File: config.mk
export PLATFORM = sky130hd
export DESIGN_NAME = dbg_reset_timer
export DESIGN_NICKNAME = d
export VERILOG_FILES = /design/src/rtl/rsch_pkg.sv /design/src/rtl/rsch_regs.sv /design/src/rtl/rsch_timer.sv /design/src/rtl/rsch_pulse.sv /design/src/rtl/dbg_reset_timer.sv
export SDC_FILE = /design/constraint.sdc
export NUM_CORES = 1
export LEC_CHECK = 0
export ABC_CLOCK_PERIOD_IN_PS = 2400
export BUFFER_PORTS_ARGS = -buffer_cell sky130_fd_sc_hd__clkbuf_2
export CAP_MARGIN = 20
export CELL_PAD_IN_SITES_DETAIL_PLACEMENT = 0
export CELL_PAD_IN_SITES_GLOBAL_PLACEMENT = 1
export CORE_MARGIN = 4
export CORE_UTILIZATION = 33
export DETAILED_ROUTE_END_ITERATION = 10
export HOLD_SLACK_MARGIN = 0.08
export PLACE_DENSITY_LB_ADDON = 0.1
export RECOVER_POWER = 25
export SYNTH_ARGS = -nofsm -noshare
export SYNTH_HDL_FRONTEND = slang
export SYNTH_SLANG_ARGS = --single-unit
File: constraint.sdc
create_clock -name clk -period 2.4 [get_ports clk]
set_clock_uncertainty 0.15 [all_clocks]
set_input_delay 0.6 -clock clk [delete_from_list [all_inputs] [get_ports clk]]
set_output_delay 0.6 -clock clk [all_outputs]
set_load 0.01 [all_outputs]
File: src/rtl/rsch_pkg.sv
package rsch_pkg;
  localparam int N_TGT      = 10;
  localparam int TGT_DBG    = 0;
  localparam int TGT_POR    = 1;
  localparam int CORE_SLOTS = 4;
  localparam int A_LSB      = 2;
  localparam int B_LSB      = A_LSB + CORE_SLOTS;
  localparam int CNT_W      = 8;
  localparam int HOLD_BIT   = CNT_W;
  localparam int ADDR_CTRL  = 0;
  localparam int ADDR_SCHED = 1;

  // Bits of the control word that exist for the given core counts.
  function automatic logic [N_TGT-1:0] impl_mask(input int ca, input int cb);
    logic [N_TGT-1:0] m;
    m = '0;
    m[TGT_DBG] = 1'b1;
    m[TGT_POR] = 1'b1;
    for (int i = 0; i < CORE_SLOTS; i++) begin
      if (i < ca) m[A_LSB + i] = 1'b1;
      if (i < cb) m[B_LSB + i] = 1'b1;
    end
    return m;
  endfunction
endpackage

File: src/rtl/rsch_regs.sv
module rsch_regs
  import rsch_pkg::*;
#(
  parameter int ADDR_W  = 4,
  parameter int DATA_W  = 32,
  parameter int CORES_A = 4,
  parameter int CORES_B = 4
) (
  input  logic              clk,
  input  logic              rst_n,
  input  logic [ADDR_W-1:0] addr,
  input  logic              wr_en,
  input  logic [DATA_W-1:0] wdata,
  output logic [DATA_W-1:0] rdata,
  output logic [N_TGT-1:0]  ctrl_o,
  output logic              sched_wr_o,
  output logic [CNT_W-1:0]  cnt_wdata_o,
  output logic              hold_wdata_o,
  input  logic [CNT_W-1:0]  cnt_i,
  input  logic              hold_i
);
  localparam logic [N_TGT-1:0] MASK = impl_mask(CORES_A, CORES_B);

  logic             sel_ctrl;
  logic             sel_sched;
  logic [N_TGT-1:0] ctrl_q;
  logic             unused_wdata_hi;

  assign sel_ctrl  = (addr == ADDR_W'(ADDR_CTRL));
  assign sel_sched = (addr == ADDR_W'(ADDR_SCHED));
  assign unused_wdata_hi = ^wdata[DATA_W-1:N_TGT];

  always_ff @(posedge clk or negedge rst_n) begin
    if (!rst_n) begin
      ctrl_q <= '0;
    end else if (wr_en && sel_ctrl) begin
      ctrl_q <= wdata[N_TGT-1:0] & MASK;
    end
  end

  always_comb begin
    rdata = '0;
    if (sel_ctrl) begin
      rdata[N_TGT-1:0] = ctrl_q;
    end else if (sel_sched) begin
      rdata[CNT_W-1:0] = cnt_i;
      rdata[HOLD_BIT]  = hold_i;
    end
  end

  assign ctrl_o       = ctrl_q;
  assign sched_wr_o   = wr_en && sel_sched;
  assign cnt_wdata_o  = wdata[CNT_W-1:0];
  assign hold_wdata_o = wdata[HOLD_BIT];

  // absent cores never hold a selection
  p_absent_cores_zero_r3: assert property (@(posedge clk) disable iff (!rst_n)
    (ctrl_q & ~MASK) == '0);

  // stray writes leave the control word alone
  p_stray_write_ignored_r12: assert property (@(posedge clk) disable iff (!rst_n)
    (wr_en && !sel_ctrl) |=> $stable(ctrl_q));
endmodule

File: src/rtl/rsch_timer.sv
module rsch_timer #(
  parameter int CNT_W = 8
) (
  input  logic             clk,
  input  logic             rst_n,
  input  logic             tick,
  input  logic             wr,
  input  logic [CNT_W-1:0] wr_cnt,
  input  logic             wr_hold,
  output logic [CNT_W-1:0] cnt_q,
  output logic             hold_q,
  output logic             fire_o
);
  logic imm_fire;
  logic expire;

  // A zero count written with the hold flag clear fires on this edge.
  assign imm_fire = wr && (wr_cnt == '0) && !wr_hold;
  // Expiry is seen one step early so the pulse lines up with reaching zero.
  assign expire   = !wr && !hold_q && tick && (cnt_q <= CNT_W'(1));
  assign fire_o   = imm_fire || expire;

  always_ff @(posedge clk or negedge rst_n) begin
    if (!rst_n) begin
      cnt_q  <= '0;
      hold_q <= 1'b1;
    end else if (wr) begin
      cnt_q  <= wr_cnt;
      hold_q <= wr_hold || imm_fire;
    end else if (expire) begin
      cnt_q  <= '0;
      hold_q <= 1'b1;
    end else if (!hold_q && tick) begin
      cnt_q  <= cnt_q - CNT_W'(1);
    end
  end

  // a held count is frozen
  p_hold_freezes_r5: assert property (@(posedge clk) disable iff (!rst_n)
    (hold_q && !wr) |=> ($stable(cnt_q) && hold_q));

  // one step per tick
  p_single_step_r6: assert property (@(posedge clk) disable iff (!rst_n)
    (!hold_q && !wr && tick && cnt_q > CNT_W'(1)) |=> (cnt_q == $past(cnt_q) - CNT_W'(1)));

  // no tick, no movement
  p_idle_without_tick_r6: assert property (@(posedge clk) disable iff (!rst_n)
    (!wr && !tick) |=> ($stable(cnt_q) && $stable(hold_q)));

  // firing re-arms the hold flag at zero
  p_fire_rehold_r7: assert property (@(posedge clk) disable iff (!rst_n)
    fire_o |=> (hold_q && cnt_q == '0));

  // a schedule write always lands
  p_write_wins_r11: assert property (@(posedge clk) disable iff (!rst_n)
    wr |=> (cnt_q == $past(wr_cnt)));
endmodule

File: src/rtl/rsch_pulse.sv
module rsch_pulse #(
  parameter int N  = 10,
  parameter int PW = 1
) (
  input  logic         clk,
  input  logic         rst_n,
  input  logic         fire,
  input  logic [N-1:0] targets,
  output logic [N-1:0] pulse_o
);
  localparam int PCW = $clog2(PW + 1);

  for (genvar g = 0; g < N; g++) begin : g_tgt
    logic [PCW-1:0] left_q;

    always_ff @(posedge clk or negedge rst_n) begin
      if (!rst_n) begin
        left_q <= '0;
      end else if (fire && targets[g]) begin
        left_q <= PCW'(PW);
      end else if (left_q != '0) begin
        left_q <= left_q - PCW'(1);
      end
    end

    assign pulse_o[g] = (left_q != '0);

    // a pulse only starts from a firing of a selected target
    p_rise_from_fire_r10: assert property (@(posedge clk) disable iff (!rst_n)
      $rose(pulse_o[g]) |-> $past(fire && targets[g]));

    // a selected target goes high after a firing
    p_fire_drives_pulse_r7: assert property (@(posedge clk) disable iff (!rst_n)
      (fire && targets[g]) |=> pulse_o[g]);
  end
endmodule

File: src/rtl/dbg_reset_timer.sv
module dbg_reset_timer
  import rsch_pkg::*;
#(
  parameter int ADDR_W  = 4,
  parameter int DATA_W  = 32,
  parameter int CORES_A = 4,
  parameter int CORES_B = 4,
  parameter int PULSE_W = 1
) (
  input  logic              clk,
  input  logic              rst_n,
  input  logic [ADDR_W-1:0] addr,
  input  logic              wr_en,
  input  logic [DATA_W-1:0] wdata,
  output logic [DATA_W-1:0] rdata,
  input  logic              tick_en,
  output logic              dbg_sys_rst_o,
  output logic              por_rst_o,
  output logic [3:0]        core_rst_a_o,
  output logic [3:0]        core_rst_b_o
);
  logic [N_TGT-1:0] ctrl;
  logic             sched_wr;
  logic [CNT_W-1:0] cnt_wdata;
  logic             hold_wdata;
  logic [CNT_W-1:0] cnt;
  logic             hold;
  logic             fire;
  logic [N_TGT-1:0] pulses;

  rsch_regs #(
    .ADDR_W (ADDR_W),
    .DATA_W (DATA_W),
    .CORES_A(CORES_A),
    .CORES_B(CORES_B)
  ) u_regs (
    .clk         (clk),
    .rst_n       (rst_n),
    .addr        (addr),
    .wr_en       (wr_en),
    .wdata       (wdata),
    .rdata       (rdata),
    .ctrl_o      (ctrl),
    .sched_wr_o  (sched_wr),
    .cnt_wdata_o (cnt_wdata),
    .hold_wdata_o(hold_wdata),
    .cnt_i       (cnt),
    .hold_i      (hold)
  );

  rsch_timer #(
    .CNT_W(CNT_W)
  ) u_timer (
    .clk    (clk),
    .rst_n  (rst_n),
    .tick   (tick_en),
    .wr     (sched_wr),
    .wr_cnt (cnt_wdata),
    .wr_hold(hold_wdata),
    .cnt_q  (cnt),
    .hold_q (hold),
    .fire_o (fire)
  );

  rsch_pulse #(
    .N (N_TGT),
    .PW(PULSE_W)
  ) u_pulse (
    .clk    (clk),
    .rst_n  (rst_n),
    .fire   (fire),
    .targets(ctrl),
    .pulse_o(pulses)
  );

  assign dbg_sys_rst_o = pulses[TGT_DBG];
  assign por_rst_o     = pulses[TGT_POR];
  assign core_rst_a_o  = pulses[A_LSB +: CORE_SLOTS];
  assign core_rst_b_o  = pulses[B_LSB +: CORE_SLOTS];

  // nothing pulses while in reset or on the first cycle out of it
  p_quiet_after_reset_r1: assert property (@(posedge clk)
    !rst_n |=> (pulses == '0));
endmodule

After elaboration in Yosys (flattened, before gate mapping)
Cells that the tools add are included.
- register bits: 29
- input port bits: 40
- output and inout bits: 42
- logic and storage cells: 81
- add/sub/neg operators: 11
- magnitude comparators: 1
- equal/unequal tests: 1
- multiplexer cells: 28
- reduce and logical (&&, ||, !) cells: 27
- operators with widths (kind ; count):
    $mux 8 ; 3
    $mux 1 ; 23
    $logic_and 1x1->1 ; 18
    $mux 9 ; 2
    $sub 1x1->1 const B ; 10
    $le 8x1->1 const B ; 1
    $logic_not 8->1 ; 1
    $sub 8x1->8 const B ; 1
    $eq 4x1->1 const B ; 1
    $logic_not 4->1 ; 1
    $logic_not 1->1 ; 3
    $reduce_bool 3->1 ; 1
    $logic_or 1x1->1 ; 2
    $reduce_bool 2->1 ; 1

Longest topological paths before layout
Gate-level depths: netlist of run 1.
- depth in word-level cells: 9
- gate-level depth with buffers: 6

Hierarchy
A second synthesis of run 1 with hierarchy kept.
- cells, all modules: 162
- area, all modules: 1746.7 um2
- by module, submodules not included (module ; times used ; cells an instance ; area an instance (um2) ; seq. area each (um2)):
    rsch_regs ; 1 ; 67 ; 747.0 ; 250.2
    rsch_timer ; 1 ; 65 ; 611.8 ; 226.5
    rsch_pulse ; 1 ; 30 ; 387.9 ; 250.2

Worst setup path after synthesis of run 1
No wires, ideal clock.
- path type: in2out
- start: in addr[3]
- end: out rdata[0]
- data arrival time: 1468 ps
- required time: 1650 ps
- path slack: 182 ps
- stages: 3
- path buffers: 1
- cell sequence: nor4b_2 > clkbuf_1 > a22o_1
- word-level cells in the longest chain between the ends: 3
- elaborated cells on any way between the ends: 4
- classes of those cells: eq/ne: 1; mux: 2; reduce/logical: 1
- RTL lines (item ; line ; RTL):
    start: declaration ; dbg_reset_timer.sv:12 ; input logic [ADDR_W-1:0] addr,
    $eq 4x1->1 ; rsch_regs.sv:30 ; assign sel_sched = (addr == ADDR_W'(ADDR_SCHED));
    $mux 9 ; rsch_regs.sv:45 ; end else if (sel_sched) begin
    $mux 9 (*) ; rsch_regs.sv:43 ; if (sel_ctrl) begin
    end: declaration ; dbg_reset_timer.sv:15 ; output logic [DATA_W-1:0] rdata,
Mark *: on every way between the ends. The rest lies on a longest branch, timed or not.

Worst setup path in the final report of run 1
- start: in addr[3]
- end: out rdata[4]
The elaborated chain is that of the path after synthesis.

==> flow_metrics.py, run 1 <==
metrics = {
    "drt": {
        "wl_um": 3953,
        "drtIter0Drc": 69,
        "ant_nets": 0,
        "firstDrtPassIters": 4,
        "drc": 0,
        "vias": 1243,
        "viasPerCell": 4.691,
        "wire_per_inst_um": 14.92,
    },
    "synthesis": {
        "ys_warn_count": 0,
        "ys_types": 41,
        "netlist_area_um2": 1674,
        "synth_seq_cells": 29,
        "synth_area_per_cell_um2": 10.33,
        "ys_seq_area_frac": 0.4342,
        "syn_inst": 162,
    },
    "die": {
        "die-area_um2": 6277,
        "die_x_um": 79.23,
        "io_pins": 82,
        "core_um2": 4817,
        "die_y_um": 79.23,
        "start_util": 0.3475,
        "num_rows": 25,
    },
    "timing": {
        "fin_tns_setup_ns": 0,
        "setup_viol": 0,
        "min_period_ns": 2.262,
        "final_hold_viol_count": 0,
        "fmax_ghz": 0.4421,
        "slew_headroom": -0.05119,
        "worstMarginPinSlew_ns": 1.577,
        "rsz0062_at_grt": "false",
        "final_max_slew_viol_count": 30,
        "fin_crit_sh": 0.9424,
    },
    "final_layout": {
        "final_nets": 239,
        "area_growth_syn_to_layout_pct": 12.48,
        "layout_common_cells": "clkbuf_2, dfrtp_1, conb_1, nor2b_1",
        "instances_no_fill": 265,
        "fillers": 519,
        "drive_above_1_share": 0.3131,
        "antenna_cells": 0,
        "mostFrequentLayoutCell": "clkbuf_2",
    },
    "clock_network": {
        "clkLatencyLatePin_ns": 0.28,
        "cts_buffers": 5,
        "cts_hold_buf": 0,
        "post_cts_buffers": 0,
        "clock-sinks": 29,
        "cts_buffer_depth": 2,
        "htreeDepth": 2,
        "post_cts_resized": 0,
        "clk_pin_slew_ns": 0.06,
        "cts_tree": "done",
        "cts_root_buffer": "clkbuf_8",
    },
    "hold_path": {
        "min_path_type": "reg2reg",
    },
    "global_route": {
        "antenna_found_initial": 0,
        "grt_overflow_total": 0,
        "first_global_vias": 1260,
        "grt.total_usage": 0.1330,
        "grt_pass1_wl_um": 6520,
        "grt_max_degree": 30,
    },
    "pwr": {
        "internal_power_w": 0.001054,
        "seq_power_share": 0.469,
        "power_density_nw_per_um2": 874.9,
        "p_leak_nw": 0.9115,
        "p_sw_frac": 0.3601,
        "p_sw_w": 0.0005932,
        "clkPwrFrac": 0.230,
        "peakVddDrop_v": 0.0003679,
        "p_comb_frac": 0.300,
    },
    "status": {
        "violations": "max-capacitance violations, max-slew violations",
        "status": "finished with violations",
    },
    "critical_path": {
        "path_class": "in2out",
        "r2r_slack_ns": 0.41,
        "critical_path_required_ns": 1.65,
        "arrival_ns": 1.51,
        "setup.worst_path.end_class": "primary output",
        "cp-start-kind": "input pin",
        "crit_fanout": 13,
    },
    "place": {
        "dp_cells": 257,
        "finalWeightedCongestion": 0.7896,
        "hpwl_um": 3105,
        "io_buffers": 37,
    },
    "run": {
        "drv_cap": 1,
    },
}
cell usage after synthesis:
master,count,share of area
nand4_1,2,0.0075
buf_6,1,0.0067
and2_1,2,0.0075
nor4_1,3,0.011
inv_1,3,0.0067
a2111oi_0,1,0.0052
nor3_1,4,0.012
o21ai_0,1,0.0030
nand3b_1,1,0.0045
o21ai_1,2,0.0060
a21oi_1,7,0.021
o32a_1,1,0.0060
a32oi_1,1,0.0052
o21a_1,2,0.0090
dfstp_2,1,0.016
nor4b_2,1,0.0090
nor3_4,1,0.0097
or4_4,1,0.0067
and3_1,2,0.0075
nand2b_1,1,0.0037
nor2b_1,11,0.041
mux2i_1,2,0.012
ha_1,2,0.015
buf_4,30,0.13
nand2_1,7,0.016
o311ai_0,1,0.0052
mux2_2,10,0.067
dfrtp_1,28,0.42
conb_1,1,0.0022
a2bb2oi_1,1,0.0052
clkbuf_1,3,0.0067
a211oi_1,1,0.0045
a22o_1,8,0.042
o211ai_1,1,0.0045
nand3_1,2,0.0060
a31oi_1,1,0.0037
nor2_1,10,0.022
a22o_2,1,0.0060
and2b_1,1,0.0045
or3_4,2,0.013
a311o_1,1,0.0060
power by group through the flow:
stage / combinational [W] / clock [W] / sequential, W
finish: 0.000495 / 0.000379 / 0.000773
global route: 0.000557 / 0.000414 / 0.000798
CTS: 0.000499 / 0.000391 / 0.000771
detailed placement: 0.000495 / 0 / 0.000780
global placement: 0.000489 / 0 / 0.000775
floorplan: 0.000410 / 0 / 0.000719
cell type report:
class	instances	area, um2	share of cell area
multi-input combinational	117	767.0	0.4073
tap	67	83.83	0.04452
clock buffer	8	80.08	0.04252
inverter	3	11.26	0.005980
sequential	29	726.9	0.3860
timing repair buffer	41	214.0	0.1136
state kept, by name, indices dropped and copies added (netlist names):
name,cells
u_pulse.g_tgt.left_q,10
u_regs.ctrl_o,10
u_timer.cnt_q,8
u_timer.hold_q,1
path summary, 6_finish.rpt:
path	from	to	cells after the start
max	addr[3]	rdata[4]	5
min	u_regs.ctrl_o[9]	u_pulse.g_tgt[9].left_q	1
max reg2reg	u_timer.cnt_q[0]	u_timer.cnt_q[1]	6
max in group asynchronous	rst_n	u_pulse.g_tgt[7].left_q	1
min reg2reg	u_regs.ctrl_o[9]	u_pulse.g_tgt[9].left_q	1
min in group asynchronous	rst_n	u_pulse.g_tgt[8].left_q	1
worst max-delay path: stages:
cell,delay [ns]
clkbuf_2,0.10
nor4b_2,0.26
buf_4,0.24
a22o_1,0.17
clkbuf_2,0.13
cells by family after synthesis:
kind of cell	Yosys count	share of synthesized area
AO/OA/AOI/OAI	30	0.1323
flip-flops	29	0.4342
other	1	0.002240
adder cells (fa/ha/maj)	2	0.01495
buffers and inverters	37	0.1547
AND/OR/NAND/NOR	51	0.1824
multiplexers	12	0.07922
stage by stage:
stage,cell area [um2],power [W],util,hold WS [ns],setup slack (ns)
floorplan,1753,0.001129,-,0.1544,0.1819
global placement,1804,0.001264,0.3745,0.3313,0.1592
detailed placement,1804,0.001275,0.3745,0.3547,0.1411
CTS,1884,0.001660,0.3912,0.2458,0.1438
global route,1883,0.001768,0.3909,0.4002,0.05527
finish,1883,0.001648,0.3909,0.3573,0.1382
metal layers:
metal | part of all wire | track usage | vias to the layer above
met3 | 0.057 | 0.02834 | 5
li1 | - | - | 596
met1 | 0.43 | 0.1693 | 601
met5 | 0 | 0 | -
met4 | 0.019 | 0.06529 | 0
met2 | 0.49 | 0.2130 | 41
(Power assumes the default switching activity.)
==> run 2, diff against run 1 <==
CORE_UTILIZATION = 35   (was 33)
CTS_BUF_LIST = sky130_fd_sc_hd__clkbuf_2 sky130_fd_sc_hd__clkbuf_4 sky130_fd_sc_hd__clkbuf_8   (was default)
PLACE_DENSITY = 0.92   (was default)
PLACE_DENSITY_LB_ADDON = default   (was 0.1)
==> flow_metrics.py, run 2 (synthesized netlist as in run 1, its figures left out) <==
metrics = {
    "status": {
        "status": "finished with violations",
        "violations": "max-capacitance violations, max-slew violations",
    },
    "critical_path": {
        "setup.worst_path.end_class": "primary output",
        "cp.buffers_inverters": 3,
        "cpPeakStageDelay_ns": 0.26,
        "cp-start-kind": "input pin",
        "arrival_ns": 1.52,
        "cp_top_family": "buffers and inverters",
        "critical_path_required_ns": 1.65,
        "r2r_start": "u_timer.cnt_q[0]",
        "path_class": "in2out",
        "crit_chain": "clkbuf_2 -> nor4b_2 -> buf_4 -> a22o_1 -> clkbuf_2",
        "crit_fanout": 13,
        "cp-startpoint": "addr[3]",
        "crit_slowest_cell": "nor4b_2",
        "cp_common_cell": "clkbuf_2",
    },
    "drt": {
        "ant_nets": 0,
        "viasPerCell": 4.885,
        "drc": 0,
        "drtIter0Drc": 65,
        "route.met2.wl_um": 1735,
        "firstDrtPassIters": 4,
        "vias": 1231,
        "met1Wirelength_um": 1529,
        "wl_um": 3609,
        "met3_length_um": 265,
        "wire_per_inst_um": 14.32,
        "top_layer_used": "met4",
    },
    "clock_network": {
        "clk_pin_slew_ns": 0.06,
        "clkLatencyLatePin_ns": 0.28,
        "cts_hold_buf": 0,
        "clock-sinks": 29,
        "post_cts_resized": 0,
        "htreeDepth": 2,
        "post_cts_buffers": 0,
        "cts_buffers": 5,
        "cts_root_buffer": "clkbuf_8",
        "cts_tree": "done",
        "cts_buffer_depth": 2,
    },
    "final_layout": {
        "mostFrequentLayoutCell": "clkbuf_2",
        "layout_common_cells": "clkbuf_2, dfrtp_1, conb_1, nor2b_1",
        "drive_above_1_share": 0.3400,
        "fin_util": 0.4225,
        "final_nets": 241,
        "antenna_cells": 0,
        "area_growth_syn_to_layout_pct": 13.68,
    },
    "timing": {
        "final_max_slew_viol_count": 30,
        "fin_tns_setup_ns": 0,
        "min_period_ns": 2.266,
        "final_hold_viol_count": 0,
        "layout_setup_ws_ns": 0.1343,
        "fin_crit_sh": 0.9440,
        "slew_headroom": -0.02106,
        "fmax_ghz": 0.4414,
        "setup_viol": 0,
        "rsz0062_at_grt": "false",
        "worstMarginPinSlew_ns": 1.532,
    },
    "pwr": {
        "seq_power_share": 0.445,
        "p_comb_frac": 0.297,
        "peakVddDrop_v": 0.0002696,
        "p_leak_nw": 0.9331,
        "internal_power_w": 0.001106,
        "p_sw_frac": 0.3392,
        "clkPwrFrac": 0.258,
        "power_density_nw_per_um2": 879.4,
        "p_sw_w": 0.0005677,
    },
    "global_route": {
        "grt_max_degree": 30,
        "first_global_vias": 1162,
        "antenna_found_initial": 0,
        "grt_pass1_wl_um": 5713,
        "grt_overflow_total": 0,
        "grt.total_usage": 0.1238,
    },
    "hold_path": {
        "min_path_type": "reg2reg",
        "hold_start": "u_regs.ctrl_o[5]",
    },
    "place": {
        "finalWeightedCongestion": 0.8402,
        "place_ws_ns": 0.1231,
        "io_buffers": 37,
        "hpwl_um": 2718,
    },
    "die": {
        "die_y_um": 77.16,
        "die-area_um2": 5954,
        "die_x_um": 77.16,
        "core_um2": 4504,
        "start_util": 0.3717,
        "num_rows": 24,
        "io_pins": 82,
    },
    "run": {
        "drv_cap": 1,
    },
}
-- run 2: changes by cell type in the layout (fill, tap and decap cells not counted) --
cell	change
nor4_1	-1
clkbuf_1	-3
clkbuf_8	+1
buf_4	+2
nor4_2	+1
clkbuf_4	+2
-- run 2: metal layers --
layer  track usage  vias up
met2        0.2029       41
met4       0.04626        0
li1              -      601
met3       0.05738        7
met5             0        -
met1        0.1402      582
-- run 2: worst reg2reg max path: stages (launching register included) --
cell     delay (ns)
dfrtp_1        0.43
inv_1          0.12
ha_1           0.25
nor2_1         0.13
nor3_4         0.28
o21ai_1        0.11
a311o_1        0.36
-- run 2: layout make-up --
cell class              count  area [um2]
clock buffers               8       97.59
fillers                   462        2601
inverters                   3       11.26
multi-input cells         117       773.2
flip-flops and latches     29       726.9
well taps                  52       65.06
repair buffers             43       229.0
-- run 2: path summary, 6_finish.rpt --
| kind | slack (ns) | endpoint | cells past startpoint |
|---|---|---|---|
| max | 0.13 | rdata[1] | 5 |
| min | 0.36 | u_pulse.g_tgt[5].left_q | 1 |
| max reg2reg | 0.45 | u_timer.cnt_q[3] | 6 |
| min reg2reg | 0.36 | u_pulse.g_tgt[5].left_q | 1 |
| max in group asynchronous | 0.67 | u_regs.ctrl_o[6] | 1 |
| min in group asynchronous | 0.54 | u_pulse.g_tgt[4].left_q | 1 |
-- run 2: power by group through the flow --
stage	logic, W	registers, W	clock network [W]
after global routing	0.000549	0.000768	0.000464
after CTS	0.000495	0.000745	0.000443
after global placement	0.000480	0.000750	0
after detailed placement	0.000490	0.000753	0
final	0.000496	0.000745	0.000432
after floorplan	0.000410	0.000719	0
-- run 2: metrics by stage --
step | instances | hold WS (ns) | total power, W | instance area, um2
after floorplan | 183 | 0.1544 | 0.001129 | 1753
after global placement | 244 | 0.3317 | 0.001230 | 1807
after detailed placement | 244 | 0.3445 | 0.001243 | 1807
after CTS | 252 | 0.2421 | 0.001683 | 1904
after global routing | 252 | 0.3911 | 0.001781 | 1903
final | 252 | 0.3562 | 0.001674 | 1903
